==> src/rtl/prog_delay_line.sv <==
module prog_delay_line #(
  parameter int NSEG = 6
) (
  input  logic            sys_clk,
  input  logic            mrst,
  input  logic            line_clk,
  input  logic            line_hold,
  input  logic            sel_a,
  input  logic            din_a,
  input  logic            din_b,
  input  logic [NSEG-1:0] len_sel,
  output logic            q,
  output logic            q_n
);

  logic [1:0] rst_pipe;
  logic       rst_n_i;

  always_ff @(posedge sys_clk or posedge mrst)
    if (mrst) rst_pipe <= 2'b00;
    else      rst_pipe <= {rst_pipe[0], 1'b1};

  assign rst_n_i = rst_pipe[1];

  logic [1:0] clk_sync, hold_sync;
  logic       clk_prev, hold_prev;
  logic       clk_now, hold_now;

  always_ff @(posedge sys_clk or negedge rst_n_i)
    if (!rst_n_i) begin
      clk_sync  <= 2'b00;
      hold_sync <= 2'b11;
      clk_prev  <= 1'b0;
      hold_prev <= 1'b1;
    end else begin
      clk_sync  <= {clk_sync[0], line_clk};
      hold_sync <= {hold_sync[0], line_hold};
      clk_prev  <= clk_sync[1];
      hold_prev <= hold_sync[1];
    end

  assign clk_now  = clk_sync[1];
  assign hold_now = hold_sync[1];

  logic rise_evt, fall_evt, shift;
  assign rise_evt = clk_now & ~clk_prev & ~hold_now;
  assign fall_evt = hold_prev & ~hold_now & clk_now;
  assign shift    = rise_evt | fall_evt;

  logic din_sel;
  assign din_sel = sel_a ? din_a : din_b;

  logic fix0;
  always_ff @(posedge sys_clk or negedge rst_n_i)
    if (!rst_n_i)   fix0 <= 1'b0;
    else if (shift) fix0 <= din_sel;

  logic seg_in  [NSEG];
  logic seg_out [NSEG];

  for (genvar i = 0; i < NSEG; i++) begin : g_seg
    localparam int SLEN = 1 << i;
    logic [SLEN-1:0] seg;

    if (i == 0) begin : g_first
      assign seg_in[i] = fix0;
    end else begin : g_next
      assign seg_in[i] = seg_out[i-1];
    end

    if (SLEN == 1) begin : g_one
      always_ff @(posedge sys_clk or negedge rst_n_i)
        if (!rst_n_i)                 seg <= '0;
        else if (shift && len_sel[i]) seg <= seg_in[i];
    end else begin : g_many
      always_ff @(posedge sys_clk or negedge rst_n_i)
        if (!rst_n_i)                 seg <= '0;
        else if (shift && len_sel[i]) seg <= {seg[SLEN-2:0], seg_in[i]};
    end

    assign seg_out[i] = len_sel[i] ? seg[SLEN-1] : seg_in[i];

    AST_BYPASS_KEEPS: assert property (@(posedge sys_clk) disable iff (!rst_n_i)
      (shift && !len_sel[i]) |=> $stable(seg));
  end

  assign q   = seg_out[NSEG-1];
  assign q_n = ~q;

  AST_RESET_CLEARS: assert property (@(posedge sys_clk)
    mrst |-> (q == 1'b0));
  AST_IDLE_HOLDS: assert property (@(posedge sys_clk) disable iff (!rst_n_i)
    !shift |=> $stable(fix0));
  AST_LOAD_SELECTED: assert property (@(posedge sys_clk) disable iff (!rst_n_i)
    shift |=> (fix0 == $past(sel_a ? din_a : din_b)));
  AST_HOLD_BLOCKS: assert property (@(posedge sys_clk) disable iff (!rst_n_i)
    (hold_now && hold_prev) |=> $stable(fix0));
  AST_HOLD_FALL_SHIFTS: assert property (@(posedge sys_clk) disable iff (!rst_n_i)
    ($fell(hold_now) && clk_now) |=> (fix0 == $past(din_sel)));
  AST_COMPLEMENT: assert property (@(posedge sys_clk)
    q_n != q);

endmodule

==> config.mk <==
export PLATFORM = sky130hd
export DESIGN_NAME = prog_delay_line
export DESIGN_NICKNAME = d
export VERILOG_FILES = /design/src/rtl/prog_delay_line.sv
export SDC_FILE = /design/constraint.sdc
export NUM_CORES = 1
export LEC_CHECK = 0
export BUFFER_PORTS_ARGS = -buffer_cell sky130_fd_sc_hd__buf_2
export CAP_MARGIN = 5
export CORE_MARGIN = 4
export CORE_UTILIZATION = 45
export DETAILED_ROUTE_END_ITERATION = 8
export PLACE_DENSITY_LB_ADDON = 0.08
export SLEW_MARGIN = 10
export SYNTH_ARGS = -nofsm -noshare
export SYNTH_HDL_FRONTEND = slang
export SYNTH_SLANG_ARGS = --single-unit
==> constraint.sdc <==
create_clock -name sys_clk -period 3.7 [get_ports sys_clk]
set_input_delay 0.185 -clock sys_clk [delete_from_list [all_inputs] [get_ports sys_clk]]
set_output_delay 0.185 -clock sys_clk [all_outputs]
set_load 0.05 [all_outputs]
Word-level counts from Yosys, hierarchy flattened
Index checks and enable logic that the tools add are counted.

storage, ports and cells
  bits in registers = 72
  input bits = 13
  output and inout bits = 2
  logic and storage cells = 33

cells by class
  mux-type cells = 7
  bitwise operators = 8
  reduce and logical (&&, ||, !) cells = 6

operator list
  operator           number
  1-bit 2-to-1 mux   7
  1-bit logical AND  6
  1-bit bitwise AND  4
  1-bit NOT          3
  1-bit bitwise OR   1

Logic depth before layout (Yosys ltp)
Gate-level depths: netlist of the first run.

  depth after elaboration = 7
  mapped depth = 6
  depth with buffers taken out = 4

Worst setup path before layout of the first run
OpenSTA, ideal clock, no wires.

  kind = reg2out
  from = register fix0
  to = output port q
  arrival time = 1.558 ns
  data required time = 3.515 ns
  slack = 1.957 ns
  stages on the path, launching flop included = 5
  path buffers = 0
  cell sequence = dfrtp_1 > mux2_2 > o221a_2 > o21ai_2 > a22oi_1

on the way
  word-level cells in the longest chain between the ends = 6

ends and longest elaborated chain
  item                           RTL line  text
  start: declaration             53        logic fix0;
  start signal: assignment       56        else if (shift) fix0 <= din_sel;
  1-bit 2-to-1 mux (6 in a row)  81        assign seg_out[i] = len_sel[i] ? seg[SLEN-1] : seg_in[i];
  end: declaration               12        output logic q,

Every way passes these cells.

Final worst setup path of the first run
  from = register fix0
  to = output port q_n

on the way
  word-level cells in the longest chain between the ends = 7

ends and longest elaborated chain
  item                           RTL line  text
  1-bit 2-to-1 mux (6 in a row)  81
  1-bit NOT                      88        assign q_n = ~q;
  end: declaration               13        output logic q_n

Every way passes these cells.

==> results of run 1 <==
==> cell usage after synthesis, drive strengths merged <==
cell,count,area (um^2)
a22oi,1,7.510
mux2i,1,10.01
o211a,1,10.01
a41oi,1,8.760
a21oi,3,15.01
o221a,1,11.26
o2111ai,1,15.01
buf,5,82.58
o31ai,1,7.510
inv,4,15.01
nand2,7,45.05
nor2,3,11.26
dfrtp,69,1727
o21ai,1,8.760
conb,1,3.750
or2,1,6.260
nand2b,2,12.51
o21a,1,7.510
mux2,62,810.8
a22o,1,8.760
nor2b,1,6.260
dfstp,3,78.83
==> worst max-delay path, cell delays in order, from the launching register on <==
cell and delay, ns:
dfrtp_1 0.40, mux2_2 0.30, o221a_2 0.26, o21ai_2 0.16, a22o_1 0.15, buf_2 0.26
==> cells in the final DEF (no fill, tap or decap), types with 2 or more instances in the layout <==
master and n:
nor2_1 3, dfstp_2 3, clkbuf_8 10, inv_1 4, a21oi_1 3, mux2_4 30, mux2_2 32, dfrtp_1 68
nand2b_1 2, dlygate4sd3_1 3, nand2_1 5, clkinv_2 2, buf_2 14
==> routing by layer <==
metal  vias up  global-route usage
met1       722              0.1479
met2        20              0.1720
met5         -                   0
met3        10             0.03911
li1        648                   -
met4         0             0.08242
==> timing repair <==
action                                  in CTS  in global routing
hold buffers                                 3                  0
endpoints found under the hold margin        4                  0
gates resized for setup                      0                  0
endpoints found under the setup margin       0                  0
==> per-stage QoR <==
stage               worst slack (ns)  power (mW)
floorplan                      1.552       1.185
global placement               2.026       1.222
detailed placement             1.989       1.241
CTS                            1.630       1.856
global route                   1.563       1.927
finish                         1.660       1.826
==> layout make-up <==
type / count / area, um^2
fill: 546 / 3084
sequential: 72 / 1807
multi-input combinational: 90 / 1006
clock buffer: 11 / 141.4
timing repair buffer: 18 / 107.6
tap: 77 / 96.34
clock inverter: 5 / 56.30
inverter: 4 / 15.01
==> registers in the layout, summed over array words and instances, names as in the netlist <==
register / count
clk_prev: 1
hold_sync: 2
clk_sync: 2
g_seg.seg: 63
hold_prev: 1
fix0: 1
rst_pipe: 2
==> report_power, final <==
part           switching (mW)  total (mW)  leakage [nW]  internal, mW
Combinational          0.0768       0.224         0.597         0.147
Sequential             0.0761       0.999         0.939         0.923
Clock                   0.274       0.603        0.0993         0.329
Total                   0.427        1.83          1.64          1.40
==> logic make-up (layout without fill, tap and decap cells) <==
group                  count (synthesis)  count (layout)
other                                  1               1
DFF                                   72              72
buffers and inverters                  9              38
AOI/OAI and AO/OA                     12              12
muxes                                 63              63
and+or+nand+nor                       14              14
==> worst max path at each step <==
stage | from | end
2_1_floorplan | rst_pipe[1] | clk_prev
3_3_place_gp | hold_sync[1] | g_seg[5].seg[31]
3_5_place_dp | hold_prev | g_seg[5].seg[12]
4_1_cts | fix0 | q_n
5_1_grt | fix0 | q_n
6_report | fix0 | q_n
==> summary.md, run 1 <==
| Metric | Value |
|---|---|
| DR vias | `1,400` |
| Max Clock Freq | `490.1 MHz` |
| CTS H-tree lvls | `3` |
| P_leak | `1.636 nW` |
| Synth Area in Adders | `0` |
| Syn. warnings | `0` |
| Final Util | `0.5115` |
| Synth Cell Area | `2909 um^2` |
| WHS | `0.1934 ns` |
| Area of the core | `6314 um^2` |
| Reg clk slew, reported paths | `0.07 ns` |
| Hold Fails Final Rpt | `0` |
| Grt ovf | `0` |
| Critical path endpoint category | `output port` |
| Post-synthesis net count | `184` |
| Worst-margin pin slew | `1.040 ns` |
| Min Tclk post-route | `2.040 ns` |
| Global-route wire length before repair | `6858 um` |
| Layout Nets | `208` |
| Share of layout cells above drive strength 1 | `0.5100` |
| Hold Path End | `fix0` |
| Hold path start | `din_b` |
| PortBufs | `14` |
| Final setup fails | `0` |
| Clk_skew | `0.008321 ns` |
| Die ar. | `7815 um^2` |
| Largest net degree at the start of global routing | `52` |
| Antenna violations before repair | `0` |
| Mapped Avg Cell Area | `17.01 um^2` |
| CTS tree | `done` |
| CTS Sinks | `72` |
| Chip Height | `88.40 um` |
| Compound-gate portion of the synthesized area | `0.03441` |
| Top Layer Used | `met4` |
| Non-filler cells in the finished layout | `277` |
| Drt first pass iters | `4` |
| Post-CTS Setup Inserts | `0` |
| Reg2Reg Setup Slack | `1.99 ns` |
| Tightest Hold Check Type | `input port to flip-flop` |
| Synthesized instance count | `171` |
| N_diodes | `0` |
| Pwr dens | `565.3 nW/um^2` |
| Sequential cell area fraction in the yosys report | `0.6206` |
| Worst-Skew Late Latency | `0.33 ns` |
| Vias in the first global route | `1,483` |
| CTS Root Cell | `clkbuf_8` |
| Synth Area in XOR/XNOR | `0` |
| Critical Path AT | `1.86 ns` |
| Final wirelength | `3887 um` |
| WHS Path Cells | `3` |
| Synth cell types | `26` |
| Simple-gate share of the synthesized area | `0.02796` |
| Area after DPL | `3002 um^2` |
| Period utilisation layout | `0.5514` |
| Inst Count DP | `258` |
| Peak VDD IR | `0.0003441 V` |
| Crit path required time | `3.51 ns` |
| Drt drc | `0` |
| # Max-Cap Violations | `0` |
| IO Count | `15` |
| WS Path Type | `flip-flop to output port` |
| Largest family of logic cells by synthesized area | `multiplexers` |
| Final Instance Area | `3229 um^2` |
| Row count | `29` |
| Worst R2R Start | `hold_prev` |
| Worst flop-to-flop path endpoint | `g_seg[5].seg[7]` |
| DR WL met2 | `1847 um` |
| Slew Limit Fails | `0` |
| Final Wtd Congestion | `0.7256` |
| CTS max path bufs | `2` |
| Critical-path maximum fanout | `3` |
| Iter 0 DRT Violations | `51` |
| Vias per Instance | `5.054` |
| WL met3 | `135 um` |
| Worst slew margin | `0.3067` |
| Initial core utilization | `0.4608` |
| Total CTS buffers | `9` |
| Reg2Reg Depth | `3` |
| Metal1 wirelength | `1819 um` |
| Mux share of post-synthesis cell area | `0.2822` |
| DR WL/cell | `14.03 um` |
| RSZ-0062 raised after global routing | `no` |
| Chip Width | `88.40 um` |
| Area Overhead vs Synth | `11.01%` |
| Startpoint types | `flip-flop` |
| Total Routing Usage GR | `0.1180` |
| Post-DP HPWL | `2557 um` |
| Final setup TNS | `0 ns` |
| Status | `complete, no violations` |
| #FFs+latches synth | `72` |
| Detail Route Antenna Nets | `0` |
(Power assumes the default switching activity.)
==> run 2, diff against run 1 <==
- ABC_AREA: unset -> 1
- clock period: 3.7 -> 2.09 ns (I/O delays scaled with it)
==> summary.md, run 2 <==
| Metric | Value |
|---|---|
| Worst setup margin | `0.2896 ns (was 1.660 ns)` |
| Top-count cell post-synth | `nand2_1 (was dfrtp_1)` |
| Chip Height | `87.08 um (was 88.40 um)` |
| CTS Sinks | `72 (unchanged)` |
| Post-DP HPWL | `2903 um (was 2557 um)` |
| Vias in the first global route | `1,771 (was 1,483)` |
| Total Routing Usage GR | `0.1397 (was 0.1180)` |
| Largest net degree at the start of global routing | `71 (was 52)` |
| WS Path Type | `flip-flop to output port (unchanged)` |
| Synth cell types | `19 (was 26)` |
| PortBufs | `14 (unchanged)` |
| Detail Route Antenna Nets | `0 (unchanged)` |
| Reg2Reg Depth | `5 (was 3)` |
| DR vias | `1,913 (was 1,400)` |
| Fillers | `563 (was 546)` |
| Critical-path maximum fanout | `4 (was 3)` |
| Synthesized instance count | `301 (was 171)` |
| Prevailing post-synth register cell | `dfrtp_1 (unchanged)` |
| Initial core utilization | `0.4697 (was 0.4608)` |
| Period utilisation layout | `0.8615` |
| IO Count | `15 (unchanged)` |
| Worst flop-to-flop path endpoint | `g_seg[5].seg[10] (was g_seg[5].seg[7])` |
| Global-route wire length before repair | `8073 um (was 6858 um)` |
| Sw frac | `0.2557 (was 0.2339)` |
| Min Tclk post-route | `1.800 ns` |
| Post-synthesis net count | `314 (was 184)` |
| Grt ovf | `0 (unchanged)` |
| Number of flip-flops under the largest register name | `63 (unchanged)` |
| Synth Cell Area | `2814 um^2 (was 2909 um^2)` |
| Slew Limit Fails | `0 (unchanged)` |
| Area contributors post-synth | `dfrtp_1, nand2_1, o21ai_0, inv_1, dfstp_2 (was dfrtp_1, mux2_4, mux2_2, dfstp_2, buf_12)` |
| Syn. warnings | `0 (unchanged)` |
| Worst R2R Start | `hold_sync[1] (was hold_prev)` |
| Final setup TNS | `0 ns (unchanged)` |
| CTS max path bufs | `2 (unchanged)` |
| Antenna violations before repair | `0 (unchanged)` |
| Mapped Avg Cell Area | `9.349 um^2 (was 17.01 um^2)` |
| Most common cell after layout, fill and taps aside | `nand2_1 (was dfrtp_1)` |
| #FFs+latches synth | `72 (unchanged)` |
| Reg2Reg Setup Slack | `0.61 ns (was 1.99 ns)` |
| Hold path start | `sel_a (was din_b)` |
| CTS H-tree lvls | `3 (unchanged)` |
| Max Clock Freq | `555.4 MHz` |
| Reg clk slew, reported paths | `0.08 ns (was 0.07 ns)` |
| List of most frequent post-synthesis cells | `nand2_1, dfrtp_1, o21ai_0, inv_1, nand3_1 (was dfrtp_1, mux2_2, mux2_4, nand2_1, inv_1)` |
| Clk_skew | `0.008499 ns (was 0.008321 ns)` |
| Synth area leader | `dfrtp_1 (unchanged)` |
| Most flops, register | `g_seg.seg (unchanged)` |
| Hold Path End | `fix0 (unchanged)` |
| Drt drc | `0 (unchanged)` |
| Final setup fails | `0 (unchanged)` |
| Sw power | `0.9092 mW (was 0.4271 mW)` |
| CTS tree | `done (unchanged)` |
| DR WL/cell | `11.52 um (was 14.03 um)` |
| Worst slack, placed | `0.5783 ns (was 1.989 ns)` |
| Final Util | `0.5407 (was 0.5115)` |
| Async S/R FF share, synth | `1.000 (unchanged)` |
| P_leak | `1.603 nW (was 1.636 nW)` |
| Critical path endpoint category | `output port (unchanged)` |
| Yosys top cell area share | `0.6136 (was 0.5935)` |
| Total CTS buffers | `9 (unchanged)` |
| Row count | `28 (was 29)` |
| Area of the core | `5991 um^2 (was 6314 um^2)` |
| Combinational fraction of design power | `0.121 (was 0.123)` |
| Int Power | `2.647 mW (was 1.399 mW)` |
| WHS Path Cells | `3 (unchanged)` |
| Crit path required time | `1.99 ns (was 3.51 ns)` |
| Peak VDD IR | `0.0006353 V (was 0.0003441 V)` |
| Final Wtd Congestion | `0.7361 (was 0.7256)` |
| Drt first pass iters | `4 (unchanged)` |
| Die ar. | `7582 um^2 (was 7815 um^2)` |
| EDFF count, synth | `0 (unchanged)` |
| Sequential cell area fraction in the yosys report | `0.6416 (was 0.6206)` |
| RSZ-0062 raised after global routing | `no (unchanged)` |
| Vias per Instance | `4.747 (was 5.054)` |
| N_diodes | `0 (unchanged)` |
| Status | `complete, no violations (unchanged)` |
| # Max-Cap Violations | `0 (unchanged)` |
| Iter 0 DRT Violations | `161 (was 51)` |
| Most frequent cells in the layout | `nand2_1, dfrtp_1, o21ai_0 (was dfrtp_1, mux2_2, mux2_4)` |
| Layout Nets | `336 (was 208)` |
| Hold Fails Final Rpt | `0 (unchanged)` |
| Pwr dens | `1098 nW/um^2 (was 565.3 nW/um^2)` |
| Startpoint types | `flip-flop (unchanged)` |
| Share of layout cells above drive strength 1 | `0.1280 (was 0.5100)` |
| Share of power burned in registers | `0.510 (was 0.547)` |
| Area Overhead vs Synth | `15.12% (was 11.01%)` |
| Worst-Skew Late Latency | `0.34 ns (was 0.33 ns)` |
| Chip Width | `87.08 um (was 88.40 um)` |
| Tightest Hold Check Type | `input port to flip-flop (unchanged)` |
| CTS Root Cell | `clkbuf_8 (unchanged)` |
| Critical Path AT | `1.70 ns (was 1.86 ns)` |
| Final wirelength | `4642 um (was 3887 um)` |
| Clock share of power | `0.369 (was 0.330)` |
run 2: kinds of logic after synthesis:
logic type             synth area share
AO/OA/AOI/OAI                    0.1214
buffers and inverters           0.06714
flip-flops                       0.6416
other                          0.001333
AND/OR/NAND/NOR                  0.1685
run 2: worst max path at each step:
stage                 start               end  slack (ns)  depth (start not counted)
6_report               fix0                 q        0.29                          9
5_1_grt                fix0                 q        0.13                          9
4_1_cts                fix0                 q        0.27                          9
3_5_place_dp   hold_sync[1]   g_seg[5].seg[4]        0.58                          5
3_3_place_gp   hold_sync[1]  g_seg[5].seg[10]        0.59                          5
2_1_floorplan          fix0                 q        0.81                          8
run 2: through the flow:
step           cells  hold WS, ns  area (um^2)  total power [mW]
2_1_floorplan    301      -0.1544         2815             2.150
3_3_place_gp     384     -0.04733         2972             2.264
3_5_place_dp     384     -0.04255         2972             2.278
4_1_cts          403      0.06114         3239             3.607
5_1_grt          403      0.07330         3239             3.774
6_report         403      0.06532         3239             3.556
run 2: layout make-up:
type / count / area, um^2 / share of cell area
Clock inverter: 5 / 106.4 / 0.03283
Inverter: 37 / 138.9 / 0.04287
Tap cell: 75 / 93.84 / 0.02897
Sequential cell: 72 / 1807 / 0.5577
Clock buffer: 11 / 131.4 / 0.04056
Timing Repair Buffer: 21 / 142.6 / 0.04403
Multi-Input combinational cell: 182 / 819.5 / 0.2530
run 2: power groups by stage:
stage | Clock, mW | Sequential (mW) | Combinational (mW)
final | 1.31 | 1.82 | 0.430
after global routing | 1.41 | 1.85 | 0.511
after CTS | 1.35 | 1.82 | 0.442
after detailed placement | 0 | 1.84 | 0.437
after global placement | 0 | 1.84 | 0.426
after floorplan | 0 | 1.83 | 0.323
run 2: timing repair:
action                                 in CTS  in global routing
hold buffers                                3                  0
setup buffers                               0                  0
endpoints found under the hold margin       4                  0
resized for setup                           0                  0
run 2: critical path, stage by stage (launching register included):
cell	delay, ns
dfrtp_1	0.39
inv_1	0.05
nand2_1	0.06
nand3_1	0.10
nand3_1	0.12
nand3_1	0.11
nand3_1	0.13
nand3_1	0.10
nand2_1	0.06
buf_2	0.25
run 2: routing by layer:
layer / vias to the layer above / wire (um) / part of all wire / GRT usage
met1: 896 / 2456 / 0.53 / 0.1969
met4: 0 / 81 / 0.017 / 0.06799
met3: 7 / 167 / 0.036 / 0.04352
met5: - / 0 / 0 / 0
li1: 989 / - / - / -
met2: 21 / 1937 / 0.42 / 0.1946
